$ cat src/rtl/adcbuf_pkg.sv
package adcbuf_pkg;
  localparam int IDX_W  = 5;
  localparam int BUS_AW = 6;
  localparam int WORD_W = 16;
  localparam logic [BUS_AW-1:0] HIT_LO_ADDR = 6'd32;
  localparam logic [BUS_AW-1:0] HIT_HI_ADDR = 6'd33;

  typedef enum logic [1:0] {
    CMP_BELOW    = 2'b00,
    CMP_AT_ABOVE = 2'b01,
    CMP_EQUAL    = 2'b10,
    CMP_OFF      = 2'b11
  } cmpMode_e;

  typedef struct packed {
    logic             wordWr;
    logic             convWr;
    logic             hitClrLo;
    logic             hitClrHi;
    logic [IDX_W-1:0] busIdx;
    logic [IDX_W-1:0] convIdx;
  } bufStrobes_t;
endpackage

$ cat src/rtl/adcbuf_ctrl.sv
module adcbuf_ctrl
  import adcbuf_pkg::*;
#(
  parameter int NUM_WORDS = 32
) (
  input  logic              clk,
  input  logic              rstN,
  input  logic              adcEnable,
  input  logic [BUS_AW-1:0] busAddr,
  input  logic              busWrEn,
  input  logic              convValid,
  input  logic [IDX_W-1:0]  convChan,
  output bufStrobes_t       strb,
  output logic              convErr
);
  localparam bit HAS_HI = (NUM_WORDS > 16);
  localparam logic [BUS_AW-1:0] DEPTH = BUS_AW'(NUM_WORDS);

  logic busInRange, convInRange, errNext;

  always_comb begin
    busInRange    = (busAddr < DEPTH);
    convInRange   = ({1'b0, convChan} < DEPTH);
    strb.busIdx   = busAddr[IDX_W-1:0];
    strb.convIdx  = convChan;
    strb.wordWr   = busWrEn && !adcEnable && busInRange;
    strb.convWr   = convValid && adcEnable && convInRange;
    strb.hitClrLo = busWrEn && (busAddr == HIT_LO_ADDR);
    strb.hitClrHi = HAS_HI && busWrEn && (busAddr == HIT_HI_ADDR);
    errNext       = convValid && adcEnable && !convInRange;
  end

  always_ff @(posedge clk) begin
    if (!rstN) convErr <= 1'b0;
    else       convErr <= errNext;
  end


  err_src_chk: assert property (@(posedge clk) disable iff (!rstN)
    convErr |-> $past(convValid && adcEnable && (convChan >= NUM_WORDS)));
endmodule

$ cat src/rtl/adcbuf_dp.sv
module adcbuf_dp
  import adcbuf_pkg::*;
#(
  parameter int NUM_WORDS = 32,
  parameter int RES_W     = 12
) (
  input  logic              clk,
  input  logic              rstN,
  input  bufStrobes_t       strb,
  input  logic [1:0]        cmpMode,
  input  logic [BUS_AW-1:0] busAddr,
  input  logic [WORD_W-1:0] busWrData,
  input  logic [RES_W-1:0]  convResult,
  output logic [WORD_W-1:0] busRdData
);
  localparam int FLAG_W = 2 * WORD_W;

  logic [RES_W-1:0]     store [NUM_WORDS];
  logic [NUM_WORDS-1:0] hits, setMask, clrMask;
  logic [FLAG_W-1:0]    hitsWide, clrWide;
  logic [RES_W-1:0]     oldWord;
  logic                 match;

  always_comb begin
    oldWord = store[strb.convIdx];
    unique case (cmpMode_e'(cmpMode))
      CMP_BELOW:    match = convResult <  oldWord;
      CMP_AT_ABOVE: match = convResult >= oldWord;
      CMP_EQUAL:    match = convResult == oldWord;
      default:      match = 1'b0;
    endcase
    setMask = (strb.convWr && match) ? (NUM_WORDS'(1) << strb.convIdx) : '0;
    clrWide = {strb.hitClrHi ? busWrData : '0, strb.hitClrLo ? busWrData : '0};
    clrMask = clrWide[NUM_WORDS-1:0];
    hitsWide = '0;
    hitsWide[NUM_WORDS-1:0] = hits;
  end

  always_ff @(posedge clk) begin
    if (!rstN) begin
      for (int i = 0; i < NUM_WORDS; i++) store[i] <= '0;
      hits <= '0;
    end else begin
      if (strb.wordWr) store[strb.busIdx]  <= busWrData[RES_W-1:0];
      if (strb.convWr) store[strb.convIdx] <= convResult;
      hits <= (hits & ~clrMask) | setMask;
    end
  end

  always_comb begin
    if (busAddr < BUS_AW'(NUM_WORDS))
      busRdData = WORD_W'(store[busAddr[IDX_W-1:0]]);
    else if (busAddr == HIT_LO_ADDR)
      busRdData = hitsWide[WORD_W-1:0];
    else if (busAddr == HIT_HI_ADDR)
      busRdData = hitsWide[FLAG_W-1:WORD_W];
    else
      busRdData = '0;
  end


  upper_zero_chk: assert property (@(posedge clk) disable iff (!rstN)
    (busAddr < NUM_WORDS) |-> (busRdData[WORD_W-1:RES_W] == '0));


  hold_word_chk: assert property (@(posedge clk) disable iff (!rstN)
    (!strb.wordWr && !strb.convWr && busAddr < NUM_WORDS) ##1 (busAddr == $past(busAddr))
      |-> $stable(busRdData));


  hit_sticky_chk: assert property (@(posedge clk) disable iff (!rstN)
    (!$past(strb.hitClrLo) && !$past(strb.hitClrHi)) |-> (($past(hits) & ~hits) == '0));
endmodule

$ cat src/rtl/adc_result_store.sv
module adc_result_store
  import adcbuf_pkg::*;
#(
  parameter int NUM_WORDS = 32,
  parameter int RES_W     = 12
) (
  input  logic              clk,
  input  logic              rstN,
  input  logic              adcEnable,
  input  logic [1:0]        cmpMode,
  input  logic [BUS_AW-1:0] busAddr,
  input  logic              busWrEn,
  input  logic [WORD_W-1:0] busWrData,
  output logic [WORD_W-1:0] busRdData,
  input  logic              convValid,
  input  logic [IDX_W-1:0]  convChan,
  input  logic [RES_W-1:0]  convResult,
  output logic              convErr
);
  if ((NUM_WORDS % 2) != 0 || NUM_WORDS > 32 || NUM_WORDS < 2) begin : gBadDepth
    $error("adc_result_store: NUM_WORDS must be even and within 2..32");
  end

  bufStrobes_t strb;

  adcbuf_ctrl #(.NUM_WORDS(NUM_WORDS)) uCtrl (
    .clk(clk), .rstN(rstN), .adcEnable(adcEnable), .busAddr(busAddr),
    .busWrEn(busWrEn), .convValid(convValid), .convChan(convChan),
    .strb(strb), .convErr(convErr)
  );

  adcbuf_dp #(.NUM_WORDS(NUM_WORDS), .RES_W(RES_W)) uDp (
    .clk(clk), .rstN(rstN), .strb(strb), .cmpMode(cmpMode), .busAddr(busAddr),
    .busWrData(busWrData), .convResult(convResult), .busRdData(busRdData)
  );
endmodule

$ cat config.mk
export PLATFORM = sky130hd
export DESIGN_NAME = adc_result_store
export DESIGN_NICKNAME = d
export VERILOG_FILES = /design/src/rtl/adcbuf_pkg.sv /design/src/rtl/adcbuf_ctrl.sv /design/src/rtl/adcbuf_dp.sv /design/src/rtl/adc_result_store.sv
export SDC_FILE = /design/constraint.sdc
export NUM_CORES = 1
export LEC_CHECK = 0
export BUFFER_PORTS_ARGS = -buffer_cell sky130_fd_sc_hd__buf_2
export CAP_MARGIN = 10
export CORE_UTILIZATION = 59
export CTS_BUF_LIST = sky130_fd_sc_hd__clkbuf_4 sky130_fd_sc_hd__clkbuf_8
export CTS_CLUSTER_DIAMETER = 80
export CTS_CLUSTER_SIZE = 16
export DETAILED_ROUTE_END_ITERATION = 6
export PLACE_DENSITY = 0.79
export SLEW_MARGIN = 30
export SYNTH_ARGS = -nofsm -noshare
export SYNTH_HDL_FRONTEND = slang
export SYNTH_HIERARCHICAL = 1
export SYNTH_SLANG_ARGS = --single-unit
export TNS_END_PERCENT = 100
$ cat constraint.sdc
create_clock -name clk -period 4 [get_ports clk]
set_input_delay 0.4 -clock clk [delete_from_list [all_inputs] [get_ports clk]]
set_output_delay 0.4 -clock clk [all_outputs]
set_load 0.01 [all_outputs]
==> results of run 1 <==
-- cell families after synthesis --
group                      after synthesis  synth area share, %
muxes                                  267                23.42
xor gates and xnor gates                 1              0.03631
buffers and inverters                  244                4.288
adders and majority gates               12               0.6223
other                                    1              0.01554
AOI/OAI and AO/OA                      458                15.70
and+or+nand+nor                        276                5.471
DFF                                    416                50.45
-- worst reg2reg max path: cells and delay by family, from the launching register on --
| kind | cells | cell delay (ps) |
|---|---|---|
| compound gates | 4 | 820 |
| mux | 3 | 1240 |
| fa+ha+maj | 1 | 260 |
| buf+inv | 2 | 410 |
| flops | 1 | 450 |
| simple gates | 2 | 280 |
-- final cells by class --
| cell class | instances | share of cell area (%) |
|---|---|---|
| timing repair buffer | 139 | 4.100 |
| multi-input combinational | 1015 | 43.04 |
| clock buffer | 53 | 2.345 |
| clock inverter | 5 | 0.1815 |
| tap | 525 | 2.575 |
| sequential | 416 | 47.71 |
| inverter | 3 | 0.04414 |
-- where the power goes --
| group | switching, mW | internal [mW] |
|---|---|---|
| Sequential | 0.135 | 4.96 |
| Clock | 1.46 | 0.957 |
| Combinational | 0.881 | 0.583 |
| Total | 2.48 | 6.50 |
-- worst paths after layout --
check | startpoint | end | slack (ps)
worst max-delay path | uDp/store[0][2] | uDp/hits[4] | 400
worst min-delay path | busWrData[15] | uDp/hits[31] | 50
worst max register to register | uDp/store[0][2] | uDp/hits[4] | 400
worst min register to register | uDp/hits[18] | uDp/hits[18] | 490
-- registers in the layout, summed over array words and instances (netlist names) --
name       cells
uDp/store    384
uDp/hits      32
-- metrics by stage --
step / worst slack, ps / instance area [µm²]
after floorplan: 15.31 / 24140
after global placement: 54.51 / 24820
after detailed placement: 18.40 / 24840
after CTS: 498.8 / 25480
after global routing: 327.8 / 25510
final: 399.5 / 25510
-- per-layer routing --
metal / GRT usage, % / vias to the layer above / part of all wire [%]
li1: - / 6802 / -
met1: 53.58 / 8888 / 33
met2: 57.46 / 1949 / 44
met3: 11.13 / 277 / 17
met4: 17.62 / 8 / 5.6
met5: 0 / - / 0.060
-- placed cells by master, fill, tap and decap left out, types with 21 or more instances in the layout --
master / netlist / final
nand2_1: 85 / 85
mux4_2: 238 / 238
clkbuf_8: 0 / 33
buf_2: 32 / 58
mux2i_1: 28 / 28
nand3_1: 43 / 43
nand3b_1: 27 / 27
edfxtp_1: 384 / 384
dfxtp_1: 32 / 32
clkbuf_4: 0 / 21
nor2_1: 78 / 60
o21ai_1: 45 / 45
a22o_1: 384 / 384
buf_4: 15 / 68
==> run_results.csv, run 1 <==
group,metric,value,unit
critical_path,slowest_stage,"mux4_2",
worst_hold_path,hp-class,"in2reg",
critical_path,crit_fanout,8,
layout,areaGrowthSynthToFinish,5.725,%
yosys,synth_edf_count,384,
critical_path,worstPathArrival,4130,ps
layout,seq_area,0.01217,mm²
critical_path,slowest_delay,550,ps
power_and_ir_drop,power_density,351.9,mW/mm²
clock_network,clock-sinks,416,
timing,drv_slew,0,
detailed_routing,num_vias,17920,
detailed_routing,avgRoutedWirePerCell,37.34,µm
floorplanning,core,0.04001,mm²
yosys,ys_top_cells_by_area,"edfxtp_1 48%, mux4_2 22%, a22o_1 14%",
detailed_routing,final_antenna_net_count,0,
clock_network,post_cts_buffers,0,
clock_network,cts.clk_slew.worst_paths,110,ps
layout,drive_gt1_share,28.14,%
timing,hold_viol_final,0,
critical_path,cp-start-kind,"register",
placement,dp.cells,2098,
floorplanning,start_util,60.31,%
yosys,async_flop_share,0,%
critical_path,reg2reg_depth,12,
floorplanning,die_w,204.2,µm
timing,clock_skew,39.04,ps
global_routing,gr-total-overflow,0,
yosys,synth_top_area_cell,"edfxtp_1",
yosys,syn-num-nets,1733,
layout,final_nets,1664,
critical_path,cpLargestDelayFamily,"multiplexers",
clock_network,cts_root_buffer,"clkbuf_8",
critical_path,cp.required,4530,ps
yosys,seq_area_frac_synth,50.45,%
clock_network,cts_buffers,31,
timing,tightest_slew,1069,ps
critical_path,crit_type,"reg2reg",
timing,hold_slack,50.45,ps
power_and_ir_drop,cellLeakagePower,8.425,nW
power_and_ir_drop,total_power,8.977,mW
outcome,status,"finished with violations",
timing,setup_viol,0,
layout,antenna-diode-count,0,
detailed_routing,wl,80510,µm
global_routing,antenna_found_initial,4,
detailed_routing,drtIter0Drc,3354,
layout,fin_util,63.76,%
yosys,synth_common_cells,"384 x a22o_1, 384 x edfxtp_1, 238 x mux4_2, 168 x clkbuf_1, 85 x nand2_1",
critical_path,cp_cell_sequence,"mux4_2 -> mux4_2 -> mux2i_1 -> ha_1 -> a21oi_1 -> o221ai_1 -> a221oi_1 -> buf_4 -> nor2_1 -> nor3_2 -> buf_4 -> o21ai_1",
layout,multiInputGateArea,0.01098,mm²
layout,fin_cells,2156,
worst_hold_path,hold_depth,4,
global_routing,grt_start_max_net_pins,45,
yosys,syn_area,0.02413,mm²
critical_path,worstSetupEndpointType,"register",
floorplanning,io_pins,63,
timing,max_slew_margin,28.46,%
outcome,violations,"design-rule violations",
power_and_ir_drop,max-vdd-ir-drop,0.1721,mV
yosys,synth_top_area_share,47.79,%
timing,tns,0,ps
yosys,synth.distinct_cells,41,
placement,io_buffers,61,
placement,hpwl,53180,µm
global_routing,grt_pass1_vias,16530,
timing,min_period,3600,ps
critical_path,path_buf_inv,2,
timing,rsz0062_at_grt,"no",
clock_network,ctsResizeCount,0,
floorplanning,num_rows,73,
detailed_routing,dr.pass1.iters,7,
clock_network,clock_path_buffers,3,
detailed_routing,drc_errors,1,
floorplanning,fp.dieArea,0.04171,mm²
clock_network,h-tree-depth,1,
clock_network,cts_tree,"built",
layout,fillers,2812,
yosys,synth_cells,1675,
yosys,synth.ff_latch_count,416,
floorplanning,die_h,204.2,µm
placement,globalplace.congestion,1.045,
run,maxCapViolations,0,
global_routing,grt_first_pass_wirelength,115600,µm
timing,clock.fmax,277.7,MHz
detailed_routing,viasPerCell,8.314,
clock_network,clk_latency,670,ps
critical_path,crit_cells,12,
clock_network,ctsHoldBuffers,0,
yosys,yosys_warnings,6,
yosys,syn_avg_cell_area,14.40,µm²
timing,fin_crit_sh,90.01,%
global_routing,grt_use_total,38.81,%
yosys,synthFlopType,"edfxtp_1",
No activity file was read; power rests on OpenSTA's default activity.
==> inputs of run 2 (changes only) <==
--- a/config.mk
+++ b/config.mk
@@ -12,8 +12,8 @@
 export CTS_CLUSTER_DIAMETER = 80
 export CTS_CLUSTER_SIZE = 16
 export DETAILED_ROUTE_END_ITERATION = 6
-export PLACE_DENSITY = 0.79
-export SLEW_MARGIN = 30
+export PLACE_DENSITY_LB_ADDON = 0.05
+export SLEW_MARGIN = 20
 export SYNTH_ARGS = -nofsm -noshare
 export SYNTH_HDL_FRONTEND = slang
 export SYNTH_HIERARCHICAL = 1
==> run 2 against run 1 <==
  * The run now ends clean
  * Flip-flop and latch count unchanged
  * Total power shrank 0.56%
  * Utilization grew 0.57 points
  * Register-to-register slack better by 110 ps
  * Critical path type unchanged
  * Highest routed layer unchanged
==> run_results.csv, run 2 (same netlist as run 1, synthesis figures left out) <==
group,metric,value,unit
critical_path,r2r_start,"uDp/store[26][10]",
floorplanning,core,0.04001,mm²
detailed_routing,num_vias,17670,
detailed_routing,drc_errors,0,
detailed_routing,viasPerCell,8.078,
critical_path,crit_top_cell,"mux4_2",
clock_network,ctsHoldBuffers,0,
timing,fin_crit_sh,87.16,%
critical_path,cp-start-kind,"register",
critical_path,cp.required,4560,ps
layout,final_nets,1704,
clock_network,ctsResizeCount,0,
global_routing,grt_first_pass_wirelength,121700,µm
global_routing,grt_pass1_vias,16510,
floorplanning,die_h,204.2,µm
worst_hold_path,hold_depth,4,
clock_network,cts_root_buffer,"clkbuf_8",
power_and_ir_drop,clkPwrFrac,26.2,%
critical_path,cp_cell_sequence,"mux4_2 -> mux4_2 -> mux2i_1 -> ha_1 -> nand4_1 -> nor3_1 -> a221oi_1 -> buf_4 -> and3_1 -> nor3_2 -> buf_12 -> o21ai_1",
timing,max_slew_margin,21.99,%
power_and_ir_drop,p_int,6.421,mW
power_and_ir_drop,switching_share,28.07,%
layout,fillers,2941,
critical_path,path_buf_inv,2,
layout,regMostFlops,"uDp/store",
floorplanning,fp.dieArea,0.04171,mm²
detailed_routing,final_antenna_net_count,0,
global_routing,grt_start_max_net_pins,67,
layout,drive_gt1_share,28.21,%
layout,final_area,0.02574,mm²
floorplanning,start_util,60.31,%
power_and_ir_drop,p_sw,2.506,mW
layout,areaGrowthSynthToFinish,6.674,%
power_and_ir_drop,max-vdd-ir-drop,0.2721,mV
timing,setup_viol,0,
clock_network,clock-sinks,416,
clock_network,cts_buffers,31,
power_and_ir_drop,seqPwrFrac,57.1,%
critical_path,slowest_stage,"mux4_2",
critical_path,crit_type,"reg2reg",
power_and_ir_drop,cellLeakagePower,8.604,nW
clock_network,cts_tree,"built",
clock_network,clk_latency,700,ps
critical_path,crit_cells,12,
critical_path,worstSetupStartpoint,"uDp/store[26][10]",
floorplanning,num_rows,73,
detailed_routing,dr.pass1.iters,6,
global_routing,grt_use_total,41.52,%
detailed_routing,avgRoutedWirePerCell,38.95,µm
critical_path,reg2reg_depth,12,
timing,tightest_slew,1170,ps
critical_path,slowest_delay,530,ps
layout,fin_cells,2188,
worst_hold_path,worstHoldStart,"busWrData[13]",
critical_path,crit_fanout,16,
outcome,status,"finished, final reports clean",
timing,hold_viol_final,0,
run,maxCapViolations,0,
timing,rsz0062_at_grt,"no",
clock_network,post_cts_buffers,0,
floorplanning,io_pins,63,
critical_path,worstPathArrival,4050,ps
layout,final_cell_mix,"384 x a22o_1, 384 x edfxtp_1, 238 x mux4_2",
power_and_ir_drop,power_density,346.8,mW/mm²
timing,drv_slew,0,
global_routing,antenna_found_initial,5,
placement,dp.cells,2138,
timing,clock.fmax,286.8,MHz
detailed_routing,drtIter0Drc,3028,
timing,clock_skew,33.87,ps
placement,globalplace.congestion,1.004,
placement,io_buffers,61,
detailed_routing,wl,85230,µm
placement,hpwl,55950,µm
power_and_ir_drop,comb_power_share,16.8,%
critical_path,worstSetupEndpointType,"register",
timing,hold_slack,21.01,ps
timing,tns,0,ps
clock_network,cts.clk_slew.worst_paths,110,ps
global_routing,gr-total-overflow,0,
layout,largest_registers,"uDp/store x384, uDp/hits x32",
floorplanning,die_w,204.2,µm
worst_hold_path,hp-class,"in2reg",
placement,dpl_cell_area,0.02516,mm²
critical_path,cpLargestDelayFamily,"multiplexers",
clock_network,h-tree-depth,1,
timing,min_period,3486,ps
layout,largest_register_ffs,384,
clock_network,clock_path_buffers,3,
[run 2: changes by cell type in the layout (fill, tap and decap cells not counted), moves of 3 or more]
cell,delta
buf_4,+38
nor2_1,+17
nor2_2,-17
clkbuf_4,-14
diode_2,+4
buf_12,+3
[run 2: worst reg2reg max path: cells and delay by family, from the launching register on]
family,cells,cell delay [ps]
buffers and inverters,2,370
AOI/OAI and AO/OA,2,250
DFF,1,430
muxes,3,1250
adders and majority gates,1,190
and+or+nand+nor,4,870
[run 2: cell type report]
cell class,instances,area (µm²),share of cell area (%)
diodes,4,10.01,0.03889
well taps,525,656.9,2.552
clock buffers,39,493.0,1.915
repair buffers,179,1386,5.386
clock inverters,7,72.57,0.2820
inverters,3,11.26,0.04375
multi-input cells,1015,10940,42.49
flip-flops and latches,416,12170,47.29
[run 2: final timing paths]
check / to / slack [ps]
max: uDp/hits[10] / 510
max reg2reg: uDp/hits[10] / 510
min: uDp/hits[13] / 20
min reg2reg: uDp/hits[8] / 480
[run 2: metrics by stage]
stage / worst slack, ps / util, % / power (mW)
finish: 513.6 / 64.34 / 8.927
global route: 410.9 / 64.31 / 9.082
CTS: 526.2 / 64.31 / 8.857
detailed placement: 39.41 / 62.89 / 6.626
global placement: 65.11 / 62.89 / 6.610
floorplan: 15.31 / - / 6.011
[run 2: power by group through the flow]
stage	sequential, mW	combinational [mW]	clock [mW]
finish	5.09	1.50	2.34
global route	5.11	1.52	2.45
CTS	5.08	1.45	2.32
detailed placement	5.18	1.44	0
global placement	5.17	1.44	0
floorplan	5.11	0.900	0
[run 2: per-layer routing]
layer | vias to the layer above | GRT usage (%) | part of all wire (%)
met5 | - | 0 | 0.040
met2 | 1603 | 61.33 | 45
li1 | 6885 | - | -
met3 | 199 | 11.91 | 16
met4 | 6 | 12.37 | 3.7
met1 | 8981 | 60.10 | 36
